**src/rtl/rmt_pkg.sv**
```systemverilog
package rmt_pkg;
  // Lookup classification
  typedef enum logic [1:0] {
    SRC_REGFILE = 2'd0,
    SRC_PENDING = 2'd1,
    SRC_INROB   = 2'd2
  } srcState_e;

  // Per-entry strobes from control to datapath, mutually exclusive
  typedef struct packed {
    logic load;  // take dispatch tag, clear ready
    logic wipe;  // back to tag 0
    logic mark;  // set ready flag
  } entryStrb_t;
endpackage

```
**src/rtl/rmt_ctrl.sv**
```systemverilog
module rmt_ctrl
  import rmt_pkg::*;
#(
  parameter int NUM_REGS = 16,
  parameter int TAG_W    = 4,
  localparam int AW      = $clog2(NUM_REGS)
) (
  input  logic                            flush,
  input  logic                            dispValid,
  input  logic [AW-1:0]                   dispDst,
  input  logic                            cmpValid,
  input  logic [AW-1:0]                   cmpDst,
  input  logic [TAG_W-1:0]                cmpTag,
  input  logic                            retValid,
  input  logic [AW-1:0]                   retDst,
  input  logic [TAG_W-1:0]                retTag,
  input  logic [NUM_REGS-1:0][TAG_W-1:0]  entryTag,
  output entryStrb_t [NUM_REGS-1:0]       strb
);
  for (genvar i = 0; i < NUM_REGS; i++) begin : g_ent
    logic hitDisp, hitCmp, hitRet;
    always_comb begin
      hitDisp = dispValid && (dispDst == AW'(i));
      hitCmp  = cmpValid && (cmpDst == AW'(i)) && (cmpTag != '0)
                && (entryTag[i] == cmpTag);
      hitRet  = retValid && (retDst == AW'(i)) && (retTag != '0)
                && (entryTag[i] == retTag);
      // priority: flush > dispatch > retirement > completion
      strb[i].load = !flush && hitDisp;
      strb[i].wipe = flush || (!hitDisp && hitRet);
      strb[i].mark = !flush && !hitDisp && !hitRet && hitCmp;
    end
  end
endmodule

```
**src/rtl/rmt_datapath.sv**
```systemverilog
module rmt_datapath
  import rmt_pkg::*;
#(
  parameter int NUM_REGS = 16,
  parameter int TAG_W    = 4,
  parameter int NUM_RD   = 2,
  localparam int AW      = $clog2(NUM_REGS)
) (
  input  logic                            clk,
  input  logic                            rstN,
  input  entryStrb_t [NUM_REGS-1:0]       strb,
  input  logic [TAG_W-1:0]                dispTag,
  input  logic                            cmpValid,
  input  logic [AW-1:0]                   cmpDst,
  input  logic [TAG_W-1:0]                cmpTag,
  input  logic [NUM_RD-1:0][AW-1:0]       srcReg,
  output logic [NUM_RD-1:0][TAG_W-1:0]    srcTag,
  output srcState_e [NUM_RD-1:0]          srcState,
  output logic [NUM_REGS-1:0][TAG_W-1:0]  entryTag,
  output logic [NUM_REGS-1:0]             entryRdy
);
  // Storage
  for (genvar i = 0; i < NUM_REGS; i++) begin : g_store
    always_ff @(posedge clk) begin
      if (!rstN) begin
        entryTag[i] <= '0;
        entryRdy[i] <= 1'b0;
      end else if (strb[i].load) begin
        entryTag[i] <= dispTag;
        entryRdy[i] <= 1'b0;
      end else if (strb[i].wipe) begin
        entryTag[i] <= '0;
        entryRdy[i] <= 1'b0;
      end else if (strb[i].mark) begin
        entryRdy[i] <= 1'b1;
      end
    end
  end

  // Lookup ports: read pre-update state, bypass same-cycle completion
  for (genvar p = 0; p < NUM_RD; p++) begin : g_rd
    logic [TAG_W-1:0] curTag;
    logic             bypass;
    always_comb begin
      curTag    = entryTag[srcReg[p]];
      bypass    = cmpValid && (cmpDst == srcReg[p]) && (cmpTag == curTag);
      srcTag[p] = curTag;
      if (curTag == '0)                       srcState[p] = SRC_REGFILE;
      else if (entryRdy[srcReg[p]] || bypass) srcState[p] = SRC_INROB;
      else                                    srcState[p] = SRC_PENDING;
    end
    // class 0 exactly when the reported tag is zero
    always_comb begin
      if (rstN) begin
        p_class_zero_r2: assert ((srcState[p] == SRC_REGFILE) == (srcTag[p] == '0))
          else $error("lookup class disagrees with tag");
      end
    end
  end
endmodule

```
**src/rtl/renameMapTable.sv**
```systemverilog
module renameMapTable
  import rmt_pkg::*;
#(
  parameter int NUM_REGS = 16,
  parameter int TAG_W    = 4,
  localparam int AW      = $clog2(NUM_REGS)
) (
  input  logic             clk,
  input  logic             rstN,
  input  logic             flush,
  input  logic             dispValid,
  input  logic [AW-1:0]    dispDst,
  input  logic [TAG_W-1:0] dispTag,
  input  logic             cmpValid,
  input  logic [AW-1:0]    cmpDst,
  input  logic [TAG_W-1:0] cmpTag,
  input  logic             retValid,
  input  logic [AW-1:0]    retDst,
  input  logic [TAG_W-1:0] retTag,
  input  logic [AW-1:0]    srcA,
  input  logic [AW-1:0]    srcB,
  output logic [TAG_W-1:0] tagA,
  output logic [1:0]       stateA,
  output logic [TAG_W-1:0] tagB,
  output logic [1:0]       stateB
);
  entryStrb_t [NUM_REGS-1:0]      strb;
  logic [NUM_REGS-1:0][TAG_W-1:0] entryTag;
  logic [NUM_REGS-1:0]            entryRdy;
  logic [1:0][AW-1:0]             srcReg;
  logic [1:0][TAG_W-1:0]          srcTag;
  srcState_e [1:0]                srcState;

  assign srcReg = {srcB, srcA};

  rmt_ctrl #(.NUM_REGS(NUM_REGS), .TAG_W(TAG_W)) ctrl_i (
    .flush(flush), .dispValid(dispValid), .dispDst(dispDst),
    .cmpValid(cmpValid), .cmpDst(cmpDst), .cmpTag(cmpTag),
    .retValid(retValid), .retDst(retDst), .retTag(retTag),
    .entryTag(entryTag), .strb(strb)
  );

  rmt_datapath #(.NUM_REGS(NUM_REGS), .TAG_W(TAG_W), .NUM_RD(2)) dp_i (
    .clk(clk), .rstN(rstN), .strb(strb), .dispTag(dispTag),
    .cmpValid(cmpValid), .cmpDst(cmpDst), .cmpTag(cmpTag),
    .srcReg(srcReg), .srcTag(srcTag), .srcState(srcState),
    .entryTag(entryTag), .entryRdy(entryRdy)
  );

  assign tagA   = srcTag[0];
  assign stateA = srcState[0];
  assign tagB   = srcTag[1];
  assign stateB = srcState[1];

  // dispatch lands with ready clear
  p_disp_load_r3: assert property (@(posedge clk) disable iff (!rstN)
    (dispValid && !flush) |=>
      (entryTag[$past(dispDst)] == $past(dispTag)) && !entryRdy[$past(dispDst)]);

  // a completion whose tag no longer matches leaves the entry alone
  p_cmp_stale_r4: assert property (@(posedge clk) disable iff (!rstN)
    (cmpValid && !flush && !(dispValid && dispDst == cmpDst)
     && !(retValid && retDst == cmpDst) && entryTag[cmpDst] != cmpTag) |=>
      (entryTag[$past(cmpDst)] == $past(entryTag[cmpDst]))
      && (entryRdy[$past(cmpDst)] == $past(entryRdy[cmpDst])));

  // a matching retirement frees the entry
  p_ret_free_r5: assert property (@(posedge clk) disable iff (!rstN)
    (retValid && retTag != '0 && entryTag[retDst] == retTag
     && !(dispValid && dispDst == retDst)) |=>
      (entryTag[$past(retDst)] == '0) && !entryRdy[$past(retDst)]);

  // flush empties the table
  p_flush_all_r6: assert property (@(posedge clk) disable iff (!rstN)
    flush |=> (entryTag == '0) && (entryRdy == '0));
endmodule

```
**config.mk**
```make
export PLATFORM = sky130hd
export DESIGN_NAME = renameMapTable
export DESIGN_NICKNAME = d
export VERILOG_FILES = /design/src/rtl/rmt_pkg.sv /design/src/rtl/rmt_ctrl.sv /design/src/rtl/rmt_datapath.sv /design/src/rtl/renameMapTable.sv
export SDC_FILE = /design/constraint.sdc
export NUM_CORES = 1
export LEC_CHECK = 0
export BUFFER_PORTS_ARGS = -buffer_cell sky130_fd_sc_hd__buf_2
export CELL_PAD_IN_SITES_DETAIL_PLACEMENT = 1
export CELL_PAD_IN_SITES_GLOBAL_PLACEMENT = 1
export CORE_ASPECT_RATIO = 0.8
export CORE_MARGIN = 2
export CORE_UTILIZATION = 45
export DETAILED_ROUTE_END_ITERATION = 8
export PLACE_DENSITY = 0.8
export SLEW_MARGIN = 20
export SYNTH_ARGS = -nofsm -noshare
export SYNTH_HDL_FRONTEND = slang
export SYNTH_SLANG_ARGS = --single-unit
```
**constraint.sdc**
```tcl
create_clock -name clk -period 2.7 [get_ports clk]
set_input_delay 0.405 -clock clk [delete_from_list [all_inputs] [get_ports clk]]
set_output_delay 0.405 -clock clk [all_outputs]
set_load 0.02 [all_outputs]
```
=== Yosys cells after proc, flatten, opt, wreduce, memory -nomap -nowiden ===
Cells that the tools add are included.

* Input port bits: 38
* Output and inout bits: 12
* Bits in registers: 80
* Word-level logic and storage cells: 446

* Equal/unequal tests: 81
* Reductions and logical operators: 286
* Muxes and demuxes: 44
* Bitwise operators: 1
* Magnitude comparators: 2

{| class="wikitable"
|+ Operator list
! operator !! number
|-
| $logic_and A1 B1 Y1 || 196
|-
| $eq A4 B4 Y1 || 36
|-
| $mux W4 || 34
|-
| $eq A4 B4 Y1 const B || 24
|-
| $eq A4 B3 Y1 const B || 12
|-
| $reduce_or A3 Y1 || 16
|-
| $logic_not A1 Y1 || 33
|-
| $bmux W4 S4 || 2
|-
| $reduce_bool A2 Y1 || 16
|-
| $eq A4 B2 Y1 const B || 6
|-
| $logic_not A4 Y1 || 5
|-
| $logic_or A1 B1 Y1 || 18
|-
| $eq A4 B1 Y1 const B || 3
|-
| $lt A4 B5 Y1 const B || 2
|-
| $bmux W1 S4 || 2
|-
| $mux W2 || 4
|-
| $reduce_bool A4 Y1 || 2
|-
| $mux W1 || 2
|-
| $not A1 Y1 || 1
|}

=== Longest topological paths before layout ===
* Word-level depth: 8
* Gate-level depth with buffers: 9

=== By module ===
Synthesis repeated with hierarchy kept, for this count alone.

* Cell total of the unflattened synthesis: 825
* Area total of the unflattened synthesis: 7111.8 µm²

{| class="wikitable"
|+ By module, submodules not included
! module !! cells each !! area an instance (µm²) !! seq. area each (µm²) !! instances
|-
| rmt_datapath || 496 || 4835.9 || 1601.5 || 1
|-
| rmt_ctrl || 329 || 2275.9 || 0.0 || 1
|}

=== Worst setup path before layout ===
Ideal clock, no wire load.

* Kind: input -> output
* From: in srcB[3]
* To: out stateB[1]
* Cell stages on the path: 7
* Data required time: 2295 ps
* Slack: -257 ps
* Data arrival time: 2552 ps
* Cells stage by stage: clkbuf_1 mux4_2 mux2i_1 xor2_1 nor4_1 a21oi_1 nor2_1

* Longest elaborated chain between the ends: 7

{| class="wikitable"
|+ RTL lines
! what !! RTL line !! RTL
|-
| start: declaration || renameMapTable.sv:21 || <nowiki>input logic [AW-1:0] srcB,</nowiki>
|-
| $bmux W4 S4 (*) || rmt_datapath.sv:45 || <nowiki>curTag = entryTag[srcReg[p]];</nowiki>
|-
| $mux W4 (not written as such) (*) || rmt_datapath.sv:45 ||
|-
| net tagB[0] || renameMapTable.sv:24 || <nowiki>output logic [TAG_W-1:0] tagB,</nowiki>
|-
| $eq A4 B4 Y1 || rmt_datapath.sv:46 || <nowiki>bypass = cmpValid && (cmpDst == srcReg[p]) && (cmpTag == curTag);</nowiki>
|-
| $logic_and A1 B1 Y1 || rmt_datapath.sv:46 ||
|-
| $logic_or A1 B1 Y1 || rmt_datapath.sv:49 || <nowiki>else if (entryRdy[srcReg[p]] || bypass) srcState[p] = SRC_INROB;</nowiki>
|-
| $mux W2 || rmt_datapath.sv:49 ||
|-
| $mux W2 (*) || rmt_datapath.sv:48 || <nowiki>if (curTag == '0) srcState[p] = SRC_REGFILE;</nowiki>
|-
| end: declaration || renameMapTable.sv:25 || <nowiki>output logic [1:0] stateB</nowiki>
|}

Mark *: on every way through the listed nets, which the timed path passes. The rest lies on a longest branch. The select of a mux whose other input is x is not followed.

=== Final worst setup path ===
* From: reg dp_i.entryTag[27] (netlist bit)
* To: out stateA[0]

* Longest elaborated chain between the ends: 7

{| class="wikitable"
|+ RTL lines
! what !! RTL line !! RTL
|-
| start: declaration || rmt_datapath.sv:19 || <nowiki>output logic [NUM_REGS-1:0][TAG_W-1:0] entryTag,</nowiki>
|-
| start signal: indexed assignment || rmt_datapath.sv:29 || <nowiki>entryTag[i] <= dispTag;</nowiki>
|-
| $bmux W4 S4 (*) || rmt_datapath.sv:45 ||
|-
| $mux W4 (not written as such) (*) || rmt_datapath.sv:45 ||
|-
| $eq A4 B4 Y1 || rmt_datapath.sv:46 ||
|-
| $logic_and A1 B1 Y1 || rmt_datapath.sv:46 ||
|-
| $logic_or A1 B1 Y1 || rmt_datapath.sv:49 ||
|-
| $mux W2 || rmt_datapath.sv:49 ||
|-
| $mux W2 (*) || rmt_datapath.sv:48 ||
|-
| end: declaration || renameMapTable.sv:23 || <nowiki>output logic [1:0] stateA,</nowiki>
|}

Every way passes the cells marked *; elsewhere a longest branch is shown, timed or not. The select of a mux whose other input is x is not followed.

==> Flow_metrics.wiki <==
{| class="wikitable"
! Metric !! Value
|-
| Post-DR wirelength/cell || 30.3 µm
|-
| Crit path buffers/inverters || 1
|-
| Nets in the synthesized netlist || 685
|-
| Antenna violations before repair || 0
|-
| Dominant cell type by area after synthesis || sky130_fd_sc_hd__dfxtp_1
|-
| Filler cell count in the final layout || roughly 1500
|-
| Stage delay of the slowest cell on the critical path || roughly 0.49 ns
|-
| Critical Setup Path Class || reg2out
|-
| Post-layout minimum cycle time || 2.90 ns
|-
| Number of DRC markers in iteration 0 || ~750
|-
| Warning count from the yosys run || 0
|-
| Clock-pin slew of the registers on the worst-case setup and hold paths || roughly 0.07 ns
|-
| Setup repair after global routing missed its margin || true
|-
| Final-report setup violation count || 4
|-
| Vias per cell || 6.72
|-
| Worst hold-check slack || 0.469 ns
|-
| PD cells || around 400 mW/mm²
|-
| Number of max-cap violations || 0
|-
| Violated checks || negative setup slack
|-
| Syn-to-layout area delta || 29.6%
|-
| Leakage power || 3.29 nW
|-
| Instance count after placement with tap cells included || 940
|-
| Row count || 38
|-
| Final period util || 1.08
|-
| Via count of the routed design || 6550
|-
| Overall die width || around 130 µm
|-
| Net switching share of the total power || 0.301
|-
| Total CTS buffers || 9
|-
| Detailed-route wire length || 29600 µm
|-
| Arr. time, crit path || 2.50 ns
|-
| Number of search-and-repair iterations in the first detailed-routing pass || 5
|-
| Sinks on Clock Net || 80
|-
| Fraction of final layout cells sized beyond drive strength 1 || 0.359
|-
| Post-synthesis sequential area ratio || 0.263
|-
| Required time at the worst-slack endpoint || between 2 and 2.5 ns
|-
| Number of register bits inferred by synthesis || 80
|-
| Synth Instances || 647
|-
| Multi-input combinational cell area || 0.00440 mm²
|-
| Area contributors post-synth || sky130_fd_sc_hd__dfxtp_1 26%, sky130_fd_sc_hd__xor2_1 13%, sky130_fd_sc_hd__mux4_2 10%
|-
| Core ar. || 0.0134 mm²
|-
| Post-Route Skew || between 0.01 and 0.015 ns
|-
| DRC Markers || 0
|-
| Netlist area before placement || just over 0.006 mm²
|-
| Launch point of the worst hold path || dispDst[2]
|-
| Commonest cells in the synthesized netlist || 92 x sky130_fd_sc_hd__xor2_1, 80 x sky130_fd_sc_hd__dfxtp_1, 50 x sky130_fd_sc_hd__xnor2_1
|-
| Cell chosen for the clock root || sky130_fd_sc_hd__clkbuf_16
|-
| Number of max-slew violations in the final report || 0
|-
| Startpoint of the worst-slack reg-to-reg timing path || dp_i.entryTag[63]$_SDFFE_PN0P_
|-
| Startpoint types || flip-flop
|-
| Worst reg2reg path depth || 7
|-
| Final non-filler cell total || 975
|-
| Achievable Freq || 0.344 GHz
|-
| Total routing usage reported by global routing || 0.392
|-
| R2R setup slack || ~0.70 ns
|-
| Total Neg Setup Slack || -0.747 ns
|-
| Quantity of I/O buffers inserted on ports || 49
|-
| CTS tree || done
|-
| Min setup slack post-route || -0.204 ns
|-
| Tightest Pin Transition || a little under 0.9 ns
|-
| Gp weighted congestion || 0.993
|-
| Effective utilization at floorplan || 0.455
|-
| Library cell appearing most often on the critical path || sky130_fd_sc_hd__mux2_4
|-
| Cell-by-cell listing of the critical path || mux4_2 -> mux2_4 -> mux2_4 -> o221a_1 -> a31oi_2 -> nor2b_2 -> buf_6
|-
| Final hold violations || 0
|-
| Grt ovf || 0
|-
| Worst slew slack as a fraction of its limit || 0.422
|-
| Endpoint class of the critical path || output pin
|-
| Endpoint of the lowest-slack register-to-register path || dp_i.entryRdy[15]$_SDFFE_PP0P_
|-
| Clock network power share || 0.420
|-
| Library cell with the highest instance count after synthesis || sky130_fd_sc_hd__xor2_1
|-
| Ys flop type || sky130_fd_sc_hd__dfxtp_1
|-
| Cell count of the worst hold path || 4
|-
| Result of the run || finished with violations
|-
| Insertion delay of the later-clocked pin in the worst-skew pair || approximately 0.36 ns
|-
| Fraction of post-synthesis cell area in the top cell type by area || 0.263
|-
| Share of flip-flops with an asynchronous set or reset after synthesis || 0
|-
| Final-stage net count || 827
|-
| Seq. cell area || about 0.0017 mm²
|-
| Max Root-Sink Buffers || 2
|-
| Worst IR Drop VDD || 431 µV
|-
| Total internal power || 2.19 mW
|-
| Count of flip-flops with a built-in enable after synthesis || 0
|-
| Largest net degree at the start of global routing || 17
|-
| Cell variety after synth || 46
|-
| Die area || 0.0145 mm²
|-
| Boundary pin count || 50
|-
| Kind of cell with the highest combined delay on the critical path || multiplexers
|-
| Sequential share of power || 0.378
|-
| Critical-path maximum fanout || 2
|-
| Worst hold path endpoint || dp_i.entryTag[5]$_SDFFE_PN0P_
|-
| Fraction of power consumed by combinational cells || 0.202
|-
| Mean Syn Cell Area || 9.42 µm²
|-
| Switching power total || 941 µW
|-
| Pre-CTS setup slack || -0.264 ns
|-
| DIE HEIGHT || ~110 µm
|-
| Global-route wire length before repair || 41400 µm
|-
| Hold WC Path Type || in2reg
|-
| Number of nets with antenna violations after detailed routing || 0
|-
| Total number of H-tree levels || 3
|-
| CP max-delay cell || sky130_fd_sc_hd__mux4_2
|-
| Detailed placement HPWL || 20300 µm
|-
| Vias in the first global route || 6566
|-
| Final core area utilization || 0.589
|}
[cells by family after synthesis]
kind of cell    Yosys count  synth area share
xor+xnor                142             0.204
mux                      78             0.196
compound gates          132             0.160
simple gates            172             0.139
flops                    80             0.263
buf+inv                  43            0.0380
[registers in the layout, indices dropped and copies added (netlist names)]
name,flops
dp_i.entryTag,64
dp_i.entryRdy,16
[final cells by class]
cell class / instances / area share
sequential: 80 / 0.210
multi-input combinational: 524 / 0.556
tap: 180 / 0.0285
clock buffer: 13 / 0.0329
timing repair buffer: 170 / 0.165
inverter: 4 / 0.00190
clock inverter: 3 / 0.00507
antenna: 1 / 0.000317
[metal layers]
| layer | GRT usage | vias to the layer above | share of wire |
|---|---|---|---|
| met4 | 0.175 | 0 | 0.049 |
| met1 | 0.499 | 3194 | 0.39 |
| li1 | - | 2665 | - |
| met2 | 0.622 | 568 | 0.44 |
| met3 | 0.115 | 123 | 0.12 |
| met5 | 0 | - | 0 |
[worst register-to-register path: stages (launching register included)]
cell	delay, ns
sky130_fd_sc_hd__dfxtp_4	0.37
sky130_fd_sc_hd__buf_6	0.12
sky130_fd_sc_hd__buf_4	0.14
sky130_fd_sc_hd__xnor2_1	0.38
sky130_fd_sc_hd__nand3_1	0.17
sky130_fd_sc_hd__nor3_1	0.36
sky130_fd_sc_hd__a21oi_1	0.21
sky130_fd_sc_hd__nor2b_1	0.18
[cell usage in the layout, fill, tap and decap left out, types with 7 or more instances in the layout]
| cell | count |
|---|---|
| sky130_fd_sc_hd__a21oi_1 | 7 |
| sky130_fd_sc_hd__a22o_1 | 36 |
| sky130_fd_sc_hd__a41oi_1 | 23 |
| sky130_fd_sc_hd__buf_2 | 44 |
| sky130_fd_sc_hd__buf_4 | 105 |
| sky130_fd_sc_hd__buf_6 | 16 |
| sky130_fd_sc_hd__clkbuf_16 | 9 |
| sky130_fd_sc_hd__dfxtp_1 | 50 |
| sky130_fd_sc_hd__dfxtp_2 | 22 |
| sky130_fd_sc_hd__dfxtp_4 | 8 |
| sky130_fd_sc_hd__mux2i_1 | 31 |
| sky130_fd_sc_hd__mux4_2 | 29 |
| sky130_fd_sc_hd__nand2_1 | 49 |
| sky130_fd_sc_hd__nand3_1 | 11 |
| sky130_fd_sc_hd__nor2_1 | 19 |
| sky130_fd_sc_hd__nor2b_1 | 23 |
| sky130_fd_sc_hd__nor3_1 | 37 |
| sky130_fd_sc_hd__o21ai_0 | 41 |
| sky130_fd_sc_hd__xnor2_1 | 49 |
| sky130_fd_sc_hd__xor2_1 | 92 |
[worst max path at each step]
stage | start | depth (start not counted) | endpoint | slack (ns)
after global routing | dp_i.entryTag[27]$_SDFFE_PN0P_ | 7 | stateA[0] | -0.25
after CTS | dp_i.entryTag[63]$_SDFFE_PN0P_ | 9 | stateB[1] | -0.17
after detailed placement | srcB[1] | 10 | stateB[0] | -0.26
after floorplan | srcB[1] | 9 | stateB[1] | -0.02
after global placement | srcA[1] | 11 | stateA[1] | -0.17
final | dp_i.entryTag[27]$_SDFFE_PN0P_ | 7 | stateA[0] | -0.20
[power groups by stage]
stage	clock network (mW)	registers, mW	logic [mW]
6_report	1.31	1.18	0.631
3_3_place_gp	0	1.22	0.537
5_1_grt	1.35	1.18	0.654
3_5_place_dp	0	1.22	0.559
2_1_floorplan	0	1.22	0.349
4_1_cts	1.29	1.18	0.586
[per-stage QoR]
| stage | power [mW] | cell area (µm²) |
|---|---|---|
| finish | 3.13 | 7900 |
| global route | 3.18 | 7900 |
| CTS | 3.06 | 7790 |
| detailed placement | 1.78 | 7190 |
| global placement | 1.75 | 7190 |
| floorplan | 1.57 | 6130 |
[what timing repair did]
| action | CTS | global route |
|---|---|---|
| resized for setup | 59 | 25 |
| pin swaps | 6 | 4 |
| endpoints found under the setup margin | 4 | 4 |
| hold buffers | 0 | 0 |
| setup buffers | 14 | 2 |
| gates cloned | 2 | 0 |
Power figures use the tool's default switching activity.
